### src/rtl/i2c_seq_pkg.sv
package i2c_seq_pkg;
    localparam int SEQ_DW     = 24;
    localparam int SEQ_BYTE   = 8;
    localparam int SEQ_RW_BIT = 16;

    typedef enum logic [1:0] {
        ST_IDLE  = 2'd0,
        ST_START = 2'd1,
        ST_BIT   = 2'd2,
        ST_STOP  = 2'd3
    } seq_st_e;
endpackage

### src/rtl/i2c_seq_qtick.sv
module i2c_seq_qtick #(
    parameter int QDIV_SLOW = 84,
    parameter int QDIV_FAST = 21
) (
    input  logic clk,
    input  logic rst_n,
    input  logic en,
    input  logic fast,
    output logic tick
);
    localparam int QMAX = (QDIV_SLOW > QDIV_FAST) ? QDIV_SLOW : QDIV_FAST;
    localparam int CW   = $clog2(QMAX + 1);
    localparam logic [CW-1:0] LIM_SLOW = CW'(QDIV_SLOW - 1);
    localparam logic [CW-1:0] LIM_FAST = CW'(QDIV_FAST - 1);

    logic [CW-1:0] cnt_d, cnt_q;
    logic [CW-1:0] lim;

    always_comb begin
        lim   = fast ? LIM_FAST : LIM_SLOW;
        tick  = en && (cnt_q == lim);
        cnt_d = cnt_q;
        if (!en)
            cnt_d = '0;
        else if (cnt_q == lim)
            cnt_d = '0;
        else
            cnt_d = cnt_q + 1'b1;
    end

    always_ff @(posedge clk or negedge rst_n) begin
        if (!rst_n) cnt_q <= '0;
        else        cnt_q <= cnt_d;
    end

    AST_TICK_SPACING: assert property (@(posedge clk) disable iff (!rst_n)
        tick |=> !tick);
endmodule

### src/rtl/i2c_seq_frame.sv
module i2c_seq_frame
    import i2c_seq_pkg::*;
(
    input  logic              clk,
    input  logic              rst_n,
    input  logic              tick,
    input  logic              go,
    input  logic [SEQ_DW-1:0] wdata,
    input  logic              w3_sel,
    input  logic              fast_sel,
    input  logic              sda_i,
    output logic              busy,
    output logic              fast,
    output logic              irq,
    output logic              ack_ok,
    output logic [SEQ_DW-1:0] rdata,
    output logic              scl_oe,
    output logic              sda_oe
);
    localparam logic [3:0] ACK_POS = 4'(SEQ_BYTE);

    typedef struct packed {
        seq_st_e           st;
        logic [1:0]        q;
        logic [3:0]        pos;
        logic [1:0]        byt;
        logic [SEQ_DW-1:0] sh;
        logic [SEQ_DW-1:0] dat;
        logic              w3;
        logic              rd;
        logic              fast;
        logic              fail;
        logic              busy;
        logic              irq;
        logic              ack_ok;
    } fr_t;

    fr_t  r_d, r_q;
    logic last_byte;
    logic rx_byte;

    always_comb begin
        r_d       = r_q;
        r_d.irq   = 1'b0;
        last_byte = r_q.rd ? (r_q.byt == 2'd1)
                           : (r_q.w3 ? (r_q.byt == 2'd2) : (r_q.byt == 2'd1));
        rx_byte   = r_q.rd && (r_q.byt == 2'd1);
        case (r_q.st)
            ST_IDLE: begin
                if (go) begin
                    r_d.st   = ST_START;
                    r_d.q    = 2'd0;
                    r_d.pos  = 4'd0;
                    r_d.byt  = 2'd0;
                    r_d.sh   = wdata;
                    r_d.dat  = wdata;
                    r_d.w3   = w3_sel;
                    r_d.rd   = wdata[SEQ_RW_BIT];
                    r_d.fast = fast_sel;
                    r_d.fail = 1'b0;
                    r_d.busy = 1'b1;
                end
            end
            ST_START: begin
                if (tick) begin
                    r_d.q = r_q.q + 2'd1;
                    if (r_q.q == 2'd3) r_d.st = ST_BIT;
                end
            end
            ST_BIT: begin
                if (tick) begin
                    r_d.q = r_q.q + 2'd1;
                    if (r_q.q == 2'd1) begin
                        if (r_q.pos == ACK_POS) begin
                            if (!rx_byte && sda_i) r_d.fail = 1'b1;
                        end else if (rx_byte) begin
                            r_d.dat[SEQ_BYTE-1:0] = {r_q.dat[SEQ_BYTE-2:0], sda_i};
                        end
                    end
                    if (r_q.q == 2'd3) begin
                        if (r_q.pos == ACK_POS) begin
                            r_d.pos = 4'd0;
                            r_d.byt = r_q.byt + 2'd1;
                            if (last_byte) r_d.st = ST_STOP;
                        end else begin
                            r_d.pos = r_q.pos + 4'd1;
                            if (!rx_byte) r_d.sh = {r_q.sh[SEQ_DW-2:0], 1'b0};
                        end
                    end
                end
            end
            default: begin
                if (tick) begin
                    r_d.q = r_q.q + 2'd1;
                    if (r_q.q == 2'd3) begin
                        r_d.st     = ST_IDLE;
                        r_d.busy   = 1'b0;
                        r_d.irq    = 1'b1;
                        r_d.ack_ok = !r_q.fail;
                    end
                end
            end
        endcase
    end

    always_comb begin
        case (r_q.st)
            ST_IDLE:  begin scl_oe = 1'b0;               sda_oe = 1'b0;            end
            ST_START: begin scl_oe = (r_q.q == 2'd3);    sda_oe = r_q.q[1];        end
            ST_BIT: begin
                scl_oe = (r_q.q == 2'd0) || (r_q.q == 2'd3);
                sda_oe = (r_q.pos != ACK_POS && !rx_byte) ? !r_q.sh[SEQ_DW-1] : 1'b0;
            end
            default:  begin scl_oe = (r_q.q == 2'd0);    sda_oe = !r_q.q[1];       end
        endcase
    end

    always_ff @(posedge clk or negedge rst_n) begin
        if (!rst_n) r_q <= '0;
        else        r_q <= r_d;
    end

    assign busy   = r_q.busy;
    assign fast   = r_q.fast;
    assign irq    = r_q.irq;
    assign ack_ok = r_q.ack_ok;
    assign rdata  = r_q.dat;

    AST_IDLE_RELEASED: assert property (@(posedge clk) disable iff (!rst_n)
        !busy |-> (!scl_oe && !sda_oe));
    AST_SDA_HOLD_SCL_HIGH: assert property (@(posedge clk) disable iff (!rst_n)
        (r_q.st == ST_BIT && $past(r_q.st == ST_BIT) && !scl_oe && $past(!scl_oe))
        |-> $stable(sda_oe));
    AST_IRQ_PULSE: assert property (@(posedge clk) disable iff (!rst_n)
        irq |=> !irq);
    AST_IRQ_NOT_BUSY: assert property (@(posedge clk) disable iff (!rst_n)
        irq |-> !busy);
    AST_GO_TAKEN: assert property (@(posedge clk) disable iff (!rst_n)
        (go && !busy) |=> busy);
    AST_GO_IGNORED: assert property (@(posedge clk) disable iff (!rst_n)
        (go && busy) |=> (r_q.rd == $past(r_q.rd) && r_q.w3 == $past(r_q.w3)
                          && fast == $past(fast)));
endmodule

### src/rtl/i2c_seq_top.sv
module i2c_seq_top
    import i2c_seq_pkg::*;
#(
    parameter int QDIV_SLOW = 84,
    parameter int QDIV_FAST = 21
) (
    input  logic              clk,
    input  logic              rst_n,
    input  logic [SEQ_DW-1:0] wdata,
    input  logic              w3_sel,
    input  logic              fast_sel,
    input  logic              go,
    output logic              busy,
    output logic              irq,
    output logic              ack_ok,
    output logic [SEQ_DW-1:0] rdata,
    output logic              scl_oe,
    output logic              sda_oe,
    input  logic              sda_i
);
    logic tick;
    logic fast;

    i2c_seq_qtick #(
        .QDIV_SLOW (QDIV_SLOW),
        .QDIV_FAST (QDIV_FAST)
    ) u_qtick (
        .clk   (clk),
        .rst_n (rst_n),
        .en    (busy),
        .fast  (fast),
        .tick  (tick)
    );

    i2c_seq_frame u_frame (
        .clk      (clk),
        .rst_n    (rst_n),
        .tick     (tick),
        .go       (go),
        .wdata    (wdata),
        .w3_sel   (w3_sel),
        .fast_sel (fast_sel),
        .sda_i    (sda_i),
        .busy     (busy),
        .fast     (fast),
        .irq      (irq),
        .ack_ok   (ack_ok),
        .rdata    (rdata),
        .scl_oe   (scl_oe),
        .sda_oe   (sda_oe)
    );
endmodule

### config.mk
export PLATFORM = sky130hd
export DESIGN_NAME = i2c_seq_top
export DESIGN_NICKNAME = d
export VERILOG_FILES = /design/src/rtl/i2c_seq_pkg.sv /design/src/rtl/i2c_seq_qtick.sv /design/src/rtl/i2c_seq_frame.sv /design/src/rtl/i2c_seq_top.sv
export SDC_FILE = /design/constraint.sdc
export NUM_CORES = 1
export LEC_CHECK = 0
export ABC_CLOCK_PERIOD_IN_PS = 3400
export BUFFER_PORTS_ARGS = -buffer_cell sky130_fd_sc_hd__buf_2
export CAP_MARGIN = 20
export CORE_ASPECT_RATIO = 1.4
export CORE_MARGIN = 2
export CORE_UTILIZATION = 50
export DETAILED_ROUTE_END_ITERATION = 10
export GPL_TIMING_DRIVEN = 0
export PLACE_DENSITY_LB_ADDON = 0.25
export SLEW_MARGIN = 20
export SYNTH_ARGS = -nofsm -noshare
export SYNTH_HDL_FRONTEND = slang
export SYNTH_HIERARCHICAL = 1
export SYNTH_SLANG_ARGS = --single-unit
export TNS_END_PERCENT = 10
### constraint.sdc
create_clock -name clk -period 3.4 [get_ports clk]
set_input_delay 0.51 -clock clk [delete_from_list [all_inputs] [get_ports clk]]
set_output_delay 0.51 -clock clk [all_outputs]
set_load 0.005 [all_outputs]
After elaboration in Yosys (flattened, before gate mapping)
Index checks and enable logic that the tools add are counted.
- output and inout bits: 29
- flip-flop bits (word level): 72
- input port bits: 30
- word-level logic and storage cells: 106
- bitwise gates (word level): 2
- reductions and logical operators: 26
- muxes and demuxes: 38
- add/sub/neg operators: 4
- equality and inequality tests: 21
- operators by type and width (cell ; count):
    2-to-1 mux 63 bit ; 1
    one-hot mux 30 bit (2 select lines) ; 1
    2-to-1 mux 24 bit ; 2
    2-to-1 mux 34 bit ; 1
    2-to-1 mux 8 bit ; 4
    2-to-1 mux 30 bit ; 1
    2-to-1 mux 7 bit ; 3
    AND reduction 6 bit ; 3
    one-hot mux 8 bit (2 select lines) ; 1
    2-to-1 mux 2 bit ; 7
    != test 2 x 1 -> 1 bit, second input constant ; 7
    2-to-1 mux 4 bit ; 3
    one-hot mux 4 bit (3 select lines) ; 1
    AND reduction 4 bit ; 3
    != test 2 bit, second input constant ; 5
    AND reduction 9 bit ; 1
    adder 7 x 1 -> 7 bit, second input constant ; 1
    == test 7 bit ; 1
    2-to-1 mux 1 bit ; 7
    == test 2 x 1 -> 1 bit, second input constant ; 3
    == test 2 bit, second input constant ; 3
    2-to-1 mux 3 bit ; 2
    one-hot mux 1 bit (3 select lines) ; 2
    nonzero test 2 bit ; 3
    15 further kinds ; 25

Logic depth before layout (Yosys ltp)
Gate-level depths: netlist (run 1).
- word-level depth: 9
- gate-level depth with buffers: 10
- gate-level depth less buffers: 8

Cells and area by module
Netlist (run 1), hierarchy kept.
- by module, submodules not included (module ; cells an instance ; seq. area each (µm²) ; instances ; area an instance (µm²)):
    i2c_seq_frame ; 315 ; 1601.5 ; 1 ; 3249.4
    i2c_seq_qtick ; 36 ; 175.2 ; 1 ; 382.9

Least setup slack after synthesis (run 1)
Ideal clock, no wire load.
- path kind: register -> register
- start point: register u_qtick.cnt_q[6]
- end point: register u_frame/r_q[32] (netlist name)
- buffers on the path: 2
- stages on the path, launching flop included: 10
- setup time: 0.124 ns
- arrival: 1.917 ns
- period minus slack after synthesis: 2.041 ns
- required time: 3.276 ns
- setup slack: 1.359 ns
- cells stage by stage: dfrtp_1 nand4bb_1 o22ai_2 and3_1 nand2_1 a21o_2 a21oi_2 buf_6 buf_6 a21oi_1
- word-level cells in the longest chain between the ends: 4
- RTL lines (item ; RTL line ; RTL):
    from (decl) ; i2c_seq_qtick.sv:16 ; logic [CW-1:0] cnt_d, cnt_q;
    from (signal assigned) ; i2c_seq_qtick.sv:33 ; else cnt_q <= cnt_d;
    == test 7 bit ; i2c_seq_qtick.sv:21 ; tick = en && (cnt_q == lim);
    logical AND 1 bit ; i2c_seq_qtick.sv:21 ;
    net tick ; i2c_seq_top.sv:21 ; logic tick;
    != test 2 bit (no source line) ; -- ;
    AND reduction 6 bit (no source line) ; -- ;
    to (signal assigned) ; i2c_seq_frame.sv:120 ; else r_q <= r_d;
    to (decl) ; i2c_seq_frame.sv:38 ; fr_t r_d, r_q;
The timed path passes the listed nets, and every way through them passes these cells.
A chain may end at the register's enable or synchronous reset.

Final worst setup path (run 1)
- start point: register u_frame/r_q[63] (netlist name)
- end point: output sda_oe
- word-level cells in the longest chain between the ends: 2
- elaborated cells between the ends (all ways): 4
- classes of those cells: 2 x eq/ne; 1 x mux; 1 x reduce/logical
- RTL lines (item ; RTL line ; RTL):
    == test 2 bit (tied with other cells) ; i2c_seq_frame.sv:107 ; case (r_q.st)
    one-hot mux 1 bit (3 select lines) (*) ; i2c_seq_frame.sv:107 ;
    to (decl) ; i2c_seq_top.sv:18 ; output logic sda_oe,
Every way passes the cells marked *; elsewhere a longest branch is shown, timed or not.

==> results of run 1 <==
-- flip-flops by register name, indices dropped and copies added (netlist names) --
signal,count
u_qtick/cnt_q,7
u_frame/busy,1
u_frame/ack_ok,1
u_frame/r_q,36
u_frame/rdata,24
u_frame/fast,1
u_frame/irq,1
-- kinds of logic (layout without fill, tap and decap cells) --
group,Yosys count,after routing,share of synthesized area (%)
adders and majority gates,12,12,4.13
AOI/OAI and AO/OA,103,103,19.2
muxes,22,22,6.72
buffers and inverters,52,127,9.06
DFF,71,71,48.9
and+or+nand+nor,88,88,11.3
xor gates and xnor gates,3,3,0.724
-- cell usage in the layout, fill, tap and decap left out, drive strengths merged, types with 12 or more instances in the layout --
cell,count
inv,12
a21oi,44
mux2,19
a22oi,30
ha,12
nor2,37
buf,94
nand2,22
dfrtp,71
clkbuf,16
-- stage by stage --
step | power (mW) | util (%) | cell area [sq um]
final | 1.67 | 61.6 | 4300
after global placement | 0.922 | 57.9 | 4040
after global routing | 1.74 | 61.6 | 4300
after detailed placement | 0.927 | 58.3 | 4070
after floorplan | 0.879 | - | 3630
after CTS | 1.70 | 61.6 | 4300
-- final cells by class --
class	instances	area (sq um)
fill	596	2680
inverter	12	45.0
buffer	40	284
multi-input combinational	228	1530
timing repair buffer	59	320
sequential	71	1780
tap	95	119
clock buffer	11	151
clock inverter	5	80.1
-- routing by layer --
layer / vias to the layer above / track usage [%]
li1: 1353 / -
met1: 1350 / 24.6
met2: 57 / 35.3
met3: 7 / 4.66
met4: 0 / 5.71
met5: - / 0
-- where the power goes --
part	internal [mW]	switching (mW)
registers	0.844	0
logic	0.0244	0.0401
clock network	0.452	0.314
total	1.32	0.354
-- how the worst min path moves through the flow --
stage	cells after the start	endpoint	slack [ns]
finish	1	u_qtick/cnt_q[5]	0.05
global route	1	u_qtick/cnt_q[0]	0.05
CTS	1	u_qtick/cnt_q[5]	0.05
detailed placement	1	u_qtick/cnt_q[5]	0.42
global placement	2	u_frame/ack_ok	0.46
floorplan	0	u_frame/ack_ok	0.21
-- worst max-delay path, cell delays in order (launching register included) --
cell	delay, ns
sky130_fd_sc_hd__dfrtp_1	0.41
sky130_fd_sc_hd__inv_1	0.14
sky130_fd_sc_hd__ha_1	0.33
sky130_fd_sc_hd__buf_2	0.28
sky130_fd_sc_hd__nand2_1	0.13
sky130_fd_sc_hd__nor3b_1	0.28
sky130_fd_sc_hd__a211oi_1	0.08
sky130_fd_sc_hd__a21oi_1	0.11
sky130_fd_sc_hd__buf_2	0.12
==> load_flow_metrics.sql, run 1 <==
INSERT INTO impl_metrics (metric_group, metric, value, unit) VALUES
('critical_path', 'reg2reg_depth', '10', ''),
('clock_network', 'clock_transition_at_the_register_clock_pins_on_the_worst_setup_and_hold_paths_after_cts', '0.08', 'ns'),
('logic_synthesis', 'syn_area', '3630', 'sq um'),
('logic_synthesis', 'ys_ff_latch', '71', ''),
('logic_synthesis', 'synth_largest_type_area_fraction', '48.9', '%'),
('sta', 'max_freq', '0.369', 'GHz'),
('drt', 'met2WireLength', '3850', 'microns'),
('drt', 'route.met3.wl', '325', 'microns'),
('floorplanning', 'pin_count', '59', ''),
('grt', 'grt_start_max_net_pins', '53', ''),
('sta', 'min_period_over_period', '79.7', '%'),
('critical_path', 'worstPathArrival', '2.20', 'ns'),
('sta', 'worst_slack', '0.690', 'ns'),
('grt', 'grt.total_usage', '20.1', '%'),
('finish', 'layout-drive-gt1-share', '34.3', '%'),
('sta', 'timing_worst_slew_pin_value', '0.517', 'ns'),
('critical_path', 'timing.rr.start', 'u_qtick/cnt_q[6]', ''),
('logic_synthesis', 'yosysMostFrequentCell', 'sky130_fd_sc_hd__dfrtp_1', ''),
('power', 'leakagePower', '2.19', 'nW'),
('sta', 'timing.final.max_slew_violations', '0', ''),
('power', 'pd_cells', '389', 'nW/um^2'),
('outcome', 'status', 'complete, no violations', ''),
('logic_synthesis', 'yosys-top-cells-area', 'sky130_fd_sc_hd__dfrtp_1 49%, sky130_fd_sc_hd__a22oi_1 6.2%, sky130_fd_sc_hd__mux2_2 5.9%', ''),
('clock_network', 'clk_path_buf_depth', '2', ''),
('clock_network', 'postCtsSetupBuffers', '0', ''),
('drt', 'post-route-drc-count', '0', ''),
('sta', 'final.setup_skew', '0.00636', 'ns'),
('drt', 'route.detailed.wl_per_inst', '14.4', 'microns'),
('clock_network', 'cts_htree_levels', '3', ''),
('logic_synthesis', 'mapped_avg_cell_area', '10.3', 'sq um'),
('drt', 'detailedRoute.firstIterationViolations', '160', ''),
('grt', 'global_route.overflow_total', '0', ''),
('place', 'placed_cells_incl_taps', '505', ''),
('critical_path', 'critical_path.startpoint_type', 'register', ''),
('sta', 'final.min_clock_period', '2.71', 'ns'),
('grt', 'grt_pass1_vias', '2804', ''),
('floorplanning', 'floorplan_row_count', '36', ''),
('sta', 'holdWs', '0.0484', 'ns'),
('critical_path', 'criticalPathCategory', 'reg -> out', ''),
('logic_synthesis', 'synth.distinct_cells', '45', ''),
('critical_path', 'crit_fanout', '10', ''),
('floorplanning', 'start_util', '52.0', '%'),
('drt', 'vias_per_cell', '5.31', ''),
('logic_synthesis', 'synth-main-ff-cell', 'sky130_fd_sc_hd__dfrtp_1', ''),
('drt', 'ant_nets', '0', ''),
('drt', 'vias', '2767', ''),
('drt', 'met1_layer_wirelength_in_the_final_routing', '3270', 'microns'),
('finish', 'area_delta_synth_final', '18.5', '%'),
('drt', 'drt_first_pass_iters', '4', ''),
('clock_network', 'clk_lat_worst_skew', '0.33', 'ns'),
('finish', 'final_cells', '521', ''),
('sta', 'hold_violations', '0', ''),
('clock_network', 'root_buffer', 'sky130_fd_sc_hd__clkbuf_8', ''),
('floorplanning', 'die_y', '105', 'microns'),
('finish', 'antenna_cells', '0', ''),
('place', 'dp_hpwl', '5410', 'microns'),
('flow_run', 'max_cap_viol_count', '0', ''),
('critical_path', 'cp.required', '2.89', 'ns'),
('logic_synthesis', 'netlist_top_cells_count', '71 x sky130_fd_sc_hd__dfrtp_1, 37 x sky130_fd_sc_hd__nor2_1, 33 x sky130_fd_sc_hd__a21oi_1', ''),
('sta', 'setup_repair_after_global_routing_missed_its_margin', 'false', ''),
('critical_path', 'r2r-end', 'u_frame/r_q[38]', ''),
('place', 'place.gp.congestion', '0.903', ''),
('drt', 'top_layer', 'met4', ''),
('place', 'preCtsSetupSlack', '1.03', 'ns'),
('floorplanning', 'core_region_area', '6980', 'sq um'),
('floorplanning', 'fp.dieArea', '7970', 'sq um'),
('clock_network', 'clock_sinks', '71', ''),
('power', 'irDropWorstVdd', '0.000327', 'V'),
('logic_synthesis', 'async_reset_ff_share', '100', '%'),
('drt', 'route.final.wire_length', '7500', 'microns'),
('floorplanning', 'die-width', '76.0', 'microns');
Note: power is estimated with default switching activity, not from simulation.
==> run 2: changes to the inputs <==
--- a/config.mk
+++ b/config.mk
@@ -5,7 +5,8 @@
 export SDC_FILE = /design/constraint.sdc
 export NUM_CORES = 1
 export LEC_CHECK = 0
-export ABC_CLOCK_PERIOD_IN_PS = 3400
+export ABC_AREA = 1
+export ABC_CLOCK_PERIOD_IN_PS = 2800
 export BUFFER_PORTS_ARGS = -buffer_cell sky130_fd_sc_hd__buf_2
 export CAP_MARGIN = 20
 export CORE_ASPECT_RATIO = 1.4
==> constraint.sdc (replaced) <==
create_clock -name clk -period 2.8 [get_ports clk]
set_input_delay 0.42 -clock clk [delete_from_list [all_inputs] [get_ports clk]]
set_output_delay 0.42 -clock clk [all_outputs]
set_load 0.005 [all_outputs]
==> run 2 against run 1 <==
Net effect: cell count grew 31%; combinational power grew to 33 times the previous value; synthesized cell count grew 44%; routed wire length grew 15%; clock skew is essentially flat; via count grew 21%; sequential cell count is the same; critical endpoint unchanged; largest cell class unchanged.
==> load_flow_metrics.sql, run 2 <==
INSERT INTO impl_metrics (metric_group, metric, value, unit) VALUES
('sta', 'timing.final.max_slew_violations', '0', ''),
('sta', 'max_freq', '0.442', 'GHz'),
('drt', 'route.detailed.wl_per_inst', '12.7', 'microns'),
('floorplanning', 'start_util', '51.2', '%'),
('power', 'irDropWorstVdd', '0.000561', 'V'),
('critical_path', 'path_cells', 'inv_1 -> ha_1 -> inv_2 -> nor2_1 -> nand2_1 -> a22oi_1 -> buf_2', ''),
('place', 'placed_cells_incl_taps', '666', ''),
('clock_network', 'cts_tree', 'done', ''),
('clock_network', 'postCtsSetupBuffers', '0', ''),
('flow_run', 'max_cap_viol_count', '0', ''),
('worst_hold_path', 'hold_path.startpoint', 'w3_sel', ''),
('finish', 'finalNetCount', '620', ''),
('clock_network', 'cts_htree_levels', '3', ''),
('sta', 'final.setup_skew', '0.00635', 'ns'),
('grt', 'global_route.overflow_total', '0', ''),
('power', 'leakagePower', '2.50', 'nW'),
('clock_network', 'numCtsBuffers', '9', ''),
('finish', 'fillCellCount', '742', ''),
('logic_synthesis', 'netlist_top_cells_count', '181 x sky130_fd_sc_hd__nand2_1, 71 x sky130_fd_sc_hd__dfrtp_1, 60 x sky130_fd_sc_hd__inv_1', ''),
('finish', 'sequential_cell_area', '1780', 'sq um'),
('critical_path', 'reg2reg_depth', '14', ''),
('finish', 'final_cells', '680', ''),
('logic_synthesis', 'synthDominantAreaCellType', 'sky130_fd_sc_hd__dfrtp_1', ''),
('sta', 'setup-violations-final', '0', ''),
('place', 'port_buffers', '58', ''),
('drt', 'route.final.wire_length', '8650', 'microns'),
('critical_path', 'rrSetupSlack', '0.78', 'ns'),
('sta', 'timing.slew.headroom', '65.7', '%'),
('drt', 'vias', '3360', ''),
('sta', 'hold_violations', '0', ''),
('clock_network', 'clk_lat_worst_skew', '0.35', 'ns'),
('finish', 'layout-drive-gt1-share', '23.4', '%'),
('grt', 'grtUsageMet3', '4.22', '%'),
('logic_synthesis', 'mapped_avg_cell_area', '7.78', 'sq um'),
('sta', 'final.min_clock_period', '2.26', 'ns'),
('critical_path', 'critical-path-slowest-cell', 'sky130_fd_sc_hd__dfrtp_1', ''),
('critical_path', 'endpoint_kind_of_the_worst_setup_timing_path', 'output pin', ''),
('finish', 'layout_common_cells', '181 x sky130_fd_sc_hd__nand2_1, 71 x sky130_fd_sc_hd__dfrtp_1, 61 x sky130_fd_sc_hd__buf_2, 60 x sky130_fd_sc_hd__inv_1, 58 x sky130_fd_sc_hd__o21ai_0', ''),
('finish', 'area_delta_synth_final', '15.9', '%'),
('critical_path', 'crit_fanout', '8', ''),
('critical_path', 'critical-path-top-delay-family', 'flip-flops', ''),
('logic_synthesis', 'synth-main-ff-cell', 'sky130_fd_sc_hd__dfrtp_1', ''),
('clock_network', 'root_buffer', 'sky130_fd_sc_hd__clkbuf_8', ''),
('clock_network', 'clk_path_buf_depth', '2', ''),
('finish', 'antenna_cells', '0', ''),
('floorplanning', 'core_region_area', '7700', 'sq um'),
('logic_synthesis', 'ys_seq_area_share', '45.1', '%'),
('critical_path', 'critPathBufInv', '3', ''),
('critical_path', 'timing.rr.start', 'u_qtick/cnt_q[2]', ''),
('drt', 'vias_per_cell', '4.94', ''),
('drt', 'ant_nets', '0', ''),
('critical_path', 'cp.required', '2.38', 'ns'),
('grt', 'grt.met1_usage', '25.2', '%'),
('grt', 'grt.total_usage', '21.4', '%'),
('critical_path', 'slowest_delay', '0.41', 'ns'),
('finish', 'multi_input_comb_area', '1650', 'sq um'),
('sta', 'min_period_over_period', '80.9', '%'),
('grt', 'grt_first_pass_wirelength', '14400', 'microns'),
('logic_synthesis', 'async_reset_ff_share', '100', '%'),
('critical_path', 'r2r-end', 'u_frame/r_q[40]', ''),
('logic_synthesis', 'synth-edff-count', '0', ''),
('finish', 'final_common_cell', 'sky130_fd_sc_hd__nand2_1', ''),
('logic_synthesis', 'ys_ff_latch', '71', ''),
('grt', 'grt_use_met2', '37.7', '%'),
('logic_synthesis', 'synth.distinct_cells', '32', ''),
('critical_path', 'worstPathArrival', '1.84', 'ns'),
('grt', 'top_usage_layer', 'met2', ''),
('clock_network', 'clock_sinks', '71', ''),
('drt', 'drt_first_pass_iters', '5', ''),
('logic_synthesis', 'synth_largest_type_area_fraction', '45.1', '%'),
('worst_hold_path', 'hold_path_depth', '2', ''),
('critical_path', 'criticalPathCategory', 'reg -> out', ''),
('grt', 'grt_pass1_vias', '3196', ''),
('logic_synthesis', 'yosysMostFrequentCell', 'sky130_fd_sc_hd__nand2_1', ''),
('worst_hold_path', 'worstHoldPathType', 'in -> reg', ''),
('floorplanning', 'fp.dieArea', '8620', 'sq um'),
('floorplanning', 'die-width', '79.0', 'microns'),
('logic_synthesis', 'yosys-top-cells-area', 'sky130_fd_sc_hd__dfrtp_1 45%, sky130_fd_sc_hd__nand2_1 17%, sky130_fd_sc_hd__o21ai_0 7.4%', ''),
('power', 'pd_cells', '988', 'nW/um^2'),
('place', 'dp_hpwl', '6460', 'microns'),
('floorplanning', 'floorplan_row_count', '38', ''),
('grt', 'grt_antenna_before_repair', '0', ''),
('grt', 'grt_start_max_net_pins', '57', ''),
('sta', 'setup_tns', '0', 'ns'),
('sta', 'timing_worst_slew_pin_value', '0.514', 'ns'),
('logic_synthesis', 'synth-warning-count', '6', ''),
('logic_synthesis', 'syn_area', '3940', 'sq um'),
('worst_hold_path', 'hold_end', 'u_frame/r_q[6]', ''),
('logic_synthesis', 'synth_nets', '549', ''),
('sta', 'setup_repair_after_global_routing_missed_its_margin', 'false', ''),
('logic_synthesis', 'cells_after_synthesis', '507', ''),
('outcome', 'status', 'complete, no violations', ''),
('floorplanning', 'die_y', '109', 'microns'),
('clock_network', 'clock_transition_at_the_register_clock_pins_on_the_worst_setup_and_hold_paths_after_cts', '0.07', 'ns'),
('finish', 'largest_register_ff_count', '36', ''),
('critical_path', 'critical_path.startpoint_type', 'register', ''),
('floorplanning', 'pin_count', '59', ''),
('drt', 'post-route-drc-count', '0', ''),
('drt', 'detailedRoute.firstIterationViolations', '155', ''),
('place', 'place.gp.congestion', '0.895', ''),
('finish', 'registers.top_by_ff_count', 'u_frame/r_q', '');
-- run 2: cell type report --
class	count	area share, %
Timing Repair Buffer	60	7.23
Multi-Input combinational cell	332	36.1
Clock buffer	12	3.62
Inverter	66	5.45
Buffer	38	5.86
Tap cell	100	2.74
Sequential cell	71	38.9
Clock inverter	1	0.110
-- run 2: logic make-up after synthesis --
group	synth area share, %
muxes	0.571
adders and majority gates	3.81
xor gates and xnor gates	0.444
buffers and inverters	13.1
AOI/OAI and AO/OA	8.92
and+or+nand+nor	28.1
DFF	45.1
-- run 2: worst max-delay path by stage --
stage                          start              end  slack (ns)  cells after the start
finish               u_frame/r_q[63]           sda_oe        0.54                      7
global route         u_frame/r_q[63]           sda_oe        0.38                      7
CTS                  u_frame/r_q[63]           sda_oe        0.53                      7
detailed placement  u_qtick/cnt_q[2]  u_frame/r_q[37]        0.79                     14
global placement    u_qtick/cnt_q[2]  u_frame/r_q[37]        0.81                     14
floorplan           u_qtick/cnt_q[2]  u_frame/r_q[32]        1.10                     14
-- run 2: report_power, final --
group	total (mW)	leakage (nW)	switching (mW)	internal, mW
clock network	0.730	0.0902	0.352	0.378
logic	2.15	1.49	1.25	0.897
registers	1.64	0.922	0.251	1.39
-- run 2: per-stage QoR --
stage               total power, mW  util [%]  hold slack, ns  setup slack (ns)  instance area [sq um]
finish                         4.51      59.3           0.298             0.536                   4570
global route                   4.89      59.3           0.290             0.377                   4570
CTS                            4.56      59.3           0.286             0.526                   4570
detailed placement             3.81      57.0           0.309             0.787                   4390
global placement               3.72      56.6           0.454             0.815                   4360
floorplan                      3.18         -           0.124              1.10                   3940
-- run 2: metal layers --
layer  routed length, microns  vias to the layer above  share of wire, %
li1                         -                     1691                 -
met1                     3500                     1597                40
met2                     4680                       60                54
met3                      325                       12               3.8
met4                      142                        0               1.6
met5                        0                        -                 0
-- run 2: worst register-to-register path, delay by kind of cell, from the launching register on --
family,cells,cell delay (ns)
flops,1,0.44
simple gates,12,1.25
buf+inv,2,0.27
-- run 2: repair_timing --
item | in CTS | in global routing
gates resized for setup | 0 | 0
hold buffers | 1 | 0
hold endpoints to repair | 15 | 0
==> run 3: changes to the inputs <==
--- a/config.mk
+++ b/config.mk
@@ -5,8 +5,8 @@
 export SDC_FILE = /design/constraint.sdc
 export NUM_CORES = 1
 export LEC_CHECK = 0
-export ABC_AREA = 1
-export ABC_CLOCK_PERIOD_IN_PS = 2800
+export ABC_AREA = 0
+export ABC_CLOCK_PERIOD_IN_PS = 2100
 export BUFFER_PORTS_ARGS = -buffer_cell sky130_fd_sc_hd__buf_2
 export CAP_MARGIN = 20
 export CORE_ASPECT_RATIO = 1.4
==> constraint.sdc (replaced) <==
create_clock -name clk -period 2.1 [get_ports clk]
set_input_delay 0.315 -clock clk [delete_from_list [all_inputs] [get_ports clk]]
set_output_delay 0.315 -clock clk [all_outputs]
set_load 0.005 [all_outputs]
==> run 3 against run 2 <==
Net effect: the run now ends with setup timing left; die area is 7.5% lower; sequential cell count is the same; non-clock buffer count rose by 24; combinational power shrank 95%; critical path type unchanged; largest power group is now registers; highest routed layer unchanged.
==> load_flow_metrics.sql, run 3 (synthesized netlist as in run 1, its figures left out) <==
INSERT INTO impl_metrics (metric_group, metric, value, unit) VALUES
('floorplanning', 'floorplan_row_count', '36', ''),
('drt', 'route.detailed.wl_per_inst', '15.0', 'microns'),
('place', 'preCtsSetupSlack', '-0.272', 'ns'),
('drt', 'vias', '2899', ''),
('power', 'leakagePower', '2.31', 'nW'),
('drt', 'drt_first_pass_iters', '5', ''),
('sta', 'max_freq', '0.464', 'GHz'),
('floorplanning', 'die-width', '76.0', 'microns'),
('sta', 'setup-violations-final', '1', ''),
('drt', 'detailedRoute.firstIterationViolations', '180', ''),
('clock_network', 'numCtsBuffers', '9', ''),
('floorplanning', 'fp.dieArea', '7970', 'sq um'),
('floorplanning', 'die_y', '105', 'microns'),
('floorplanning', 'core_region_area', '6980', 'sq um'),
('sta', 'min_period_over_period', '103', '%'),
('critical_path', 'worstPathArrival', '1.84', 'ns'),
('outcome', 'failed_checks', 'setup timing', ''),
('place', 'port_buffers', '58', ''),
('finish', 'final_cells', '544', ''),
('worst_hold_path', 'worstHoldPathType', 'in -> reg', ''),
('sta', 'holdWs', '0.218', 'ns'),
('floorplanning', 'pin_count', '59', ''),
('finish', 'antenna_cells', '0', ''),
('sta', 'timing.slew.headroom', '66.4', '%'),
('power', 'irDropWorstVdd', '0.000536', 'V'),
('clock_network', 'clock_sinks', '71', ''),
('critical_path', 'endpoint_kind_of_the_worst_setup_timing_path', 'output pin', ''),
('sta', 'timing.final.max_slew_violations', '0', ''),
('critical_path', 'crit_fanout', '10', ''),
('flow_run', 'max_cap_viol_count', '0', ''),
('finish', 'finalNetCount', '486', ''),
('drt', 'post-route-drc-count', '0', ''),
('critical_path', 'critical_path.startpoint_type', 'register', ''),
('clock_network', 'root_buffer', 'sky130_fd_sc_hd__clkbuf_8', ''),
('outcome', 'status', 'finished with violations', ''),
('finish', 'layout-drive-gt1-share', '40.3', '%'),
('drt', 'ant_nets', '0', ''),
('drt', 'vias_per_cell', '5.33', ''),
('place', 'postPlaceCellArea', '4070', 'sq um'),
('finish', 'area_delta_synth_final', '26.6', '%'),
('floorplanning', 'start_util', '52.0', '%'),
('finish', 'final_common_cell', 'sky130_fd_sc_hd__dfrtp_1', ''),
('power', 'power.total', '2.72', 'mW'),
('finish', 'largest_register_ff_count', '36', ''),
('power', 'pd_cells', '591', 'nW/um^2'),
('clock_network', 'cts_htree_levels', '3', ''),
('grt', 'grt_first_pass_wirelength', '13500', 'microns'),
('sta', 'final.min_clock_period', '2.15', 'ns'),
('place', 'place.gp.congestion', '0.903', ''),
('sta', 'worst_slack', '-0.0541', 'ns'),
('place', 'dp_hpwl', '5410', 'microns'),
('grt', 'grt_antenna_before_repair', '0', ''),
('finish', 'layout_common_cells', '69 x sky130_fd_sc_hd__dfrtp_1, 59 x sky130_fd_sc_hd__buf_2, 47 x sky130_fd_sc_hd__buf_4, 37 x sky130_fd_sc_hd__nor2_1, 32 x sky130_fd_sc_hd__a21oi_1', ''),
('sta', 'final.setup_skew', '0.00668', 'ns'),
('clock_network', 'clk_path_buf_depth', '2', ''),
('clock_network', 'clock_transition_at_the_register_clock_pins_on_the_worst_setup_and_hold_paths_after_cts', '0.08', 'ns'),
('place', 'placed_cells_incl_taps', '505', ''),
('clock_network', 'clk_lat_worst_skew', '0.33', 'ns'),
('sta', 'setup_repair_after_global_routing_missed_its_margin', 'true', ''),
('sta', 'timing_worst_slew_pin_value', '0.504', 'ns'),
('critical_path', 'criticalPathCategory', 'reg -> out', ''),
('grt', 'grt.total_usage', '21.0', '%'),
('sta', 'hold_violations', '0', ''),
('drt', 'route.final.wire_length', '8170', 'microns'),
('finish', 'registers.top_by_ff_count', 'u_frame/r_q', ''),
('grt', 'grt_pass1_vias', '2926', ''),
('finish', 'design_area', '4600', 'sq um'),
('clock_network', 'cts_tree', 'done', ''),
('grt', 'global_route.overflow_total', '0', ''),
('critical_path', 'cp.required', '1.78', 'ns'),
('grt', 'grt_start_max_net_pins', '53', '');
[run 3: changes by cell type in the layout (fill, tap and decap cells not counted), sizes merged, moves of 8 or more]
cell,delta
inv,-53
nand2,-169
nand3,-12
o21ai,-48
buf,+24
nand4,-8
a21oi,+38
nor2,+11
a22oi,+29
mux2,+17
[run 3: path summary, 6_finish.rpt]
| kind | startpoint | end | slack, ns | cells past startpoint |
|---|---|---|---|---|
| max reg2reg | u_qtick/cnt_q[3] | u_frame/r_q[35] | 0.06 | 8 |
| max | u_frame/r_q[63] | sda_oe | -0.05 | 8 |
| min | fast_sel | u_frame/fast | 0.22 | 2 |
| min reg2reg | u_frame/ack_ok | u_frame/ack_ok | 0.48 | 2 |
| min in group asynchronous | rst_n | u_qtick/cnt_q[5] | 0.41 | 2 |
| max in group asynchronous | rst_n | u_frame/r_q[60] | 1.15 | 3 |
[run 3: per-stage QoR]
step	TNS, ns	utilization (%)
floorplan	0	-
global placement	-5.67	57.9
detailed placement	-7.06	58.3
CTS	0	63.9
global route	-0.286	65.9
finish	-0.0541	65.9
[run 3: final cells by class]
class / instances / area [sq um]
inverter: 12 / 45.0
multi-input combinational: 228 / 1610
clock buffer: 11 / 151
clock inverter: 5 / 80.1
tap: 95 / 119
fill: 556 / 2380
buffer: 40 / 307
sequential: 71 / 1780
timing repair buffer: 82 / 508
[run 3: repair_timing]
| item | 4_1_cts | 5_1_grt |
|---|---|---|
| hold endpoints to repair | 19 | 0 |
| setup endpoints to repair | 37 | 35 |
| pin swaps | 2 | 7 |
| gates resized for setup | 15 | 11 |
| setup buffers | 11 | 11 |
| hold buffers | 1 | 0 |
[run 3: critical path: stages, from the launching register on]
cell	delay [ns]
sky130_fd_sc_hd__dfrtp_1	0.40
sky130_fd_sc_hd__inv_2	0.11
sky130_fd_sc_hd__ha_4	0.16
sky130_fd_sc_hd__buf_6	0.15
sky130_fd_sc_hd__nand2_2	0.10
sky130_fd_sc_hd__nor3b_2	0.29
sky130_fd_sc_hd__a211oi_2	0.06
sky130_fd_sc_hd__a21oi_1	0.11
sky130_fd_sc_hd__buf_2	0.12
[run 3: layer usage]
metal	GRT usage [%]	up-vias	part of all wire, %
met5	0	-	0
met4	6.49	0	0.80
met3	4.58	6	4.6
met2	37.4	68	53
met1	25.3	1423	41
li1	-	1402	-
[run 3: power by group]
part / internal, mW / total (mW) / switching [mW]
clock: 0.732 / 1.24 / 0.512
sequential: 1.37 / 1.37 / 0
combinational: 0.0407 / 0.107 / 0.0662
total: 2.14 / 2.72 / 0.579
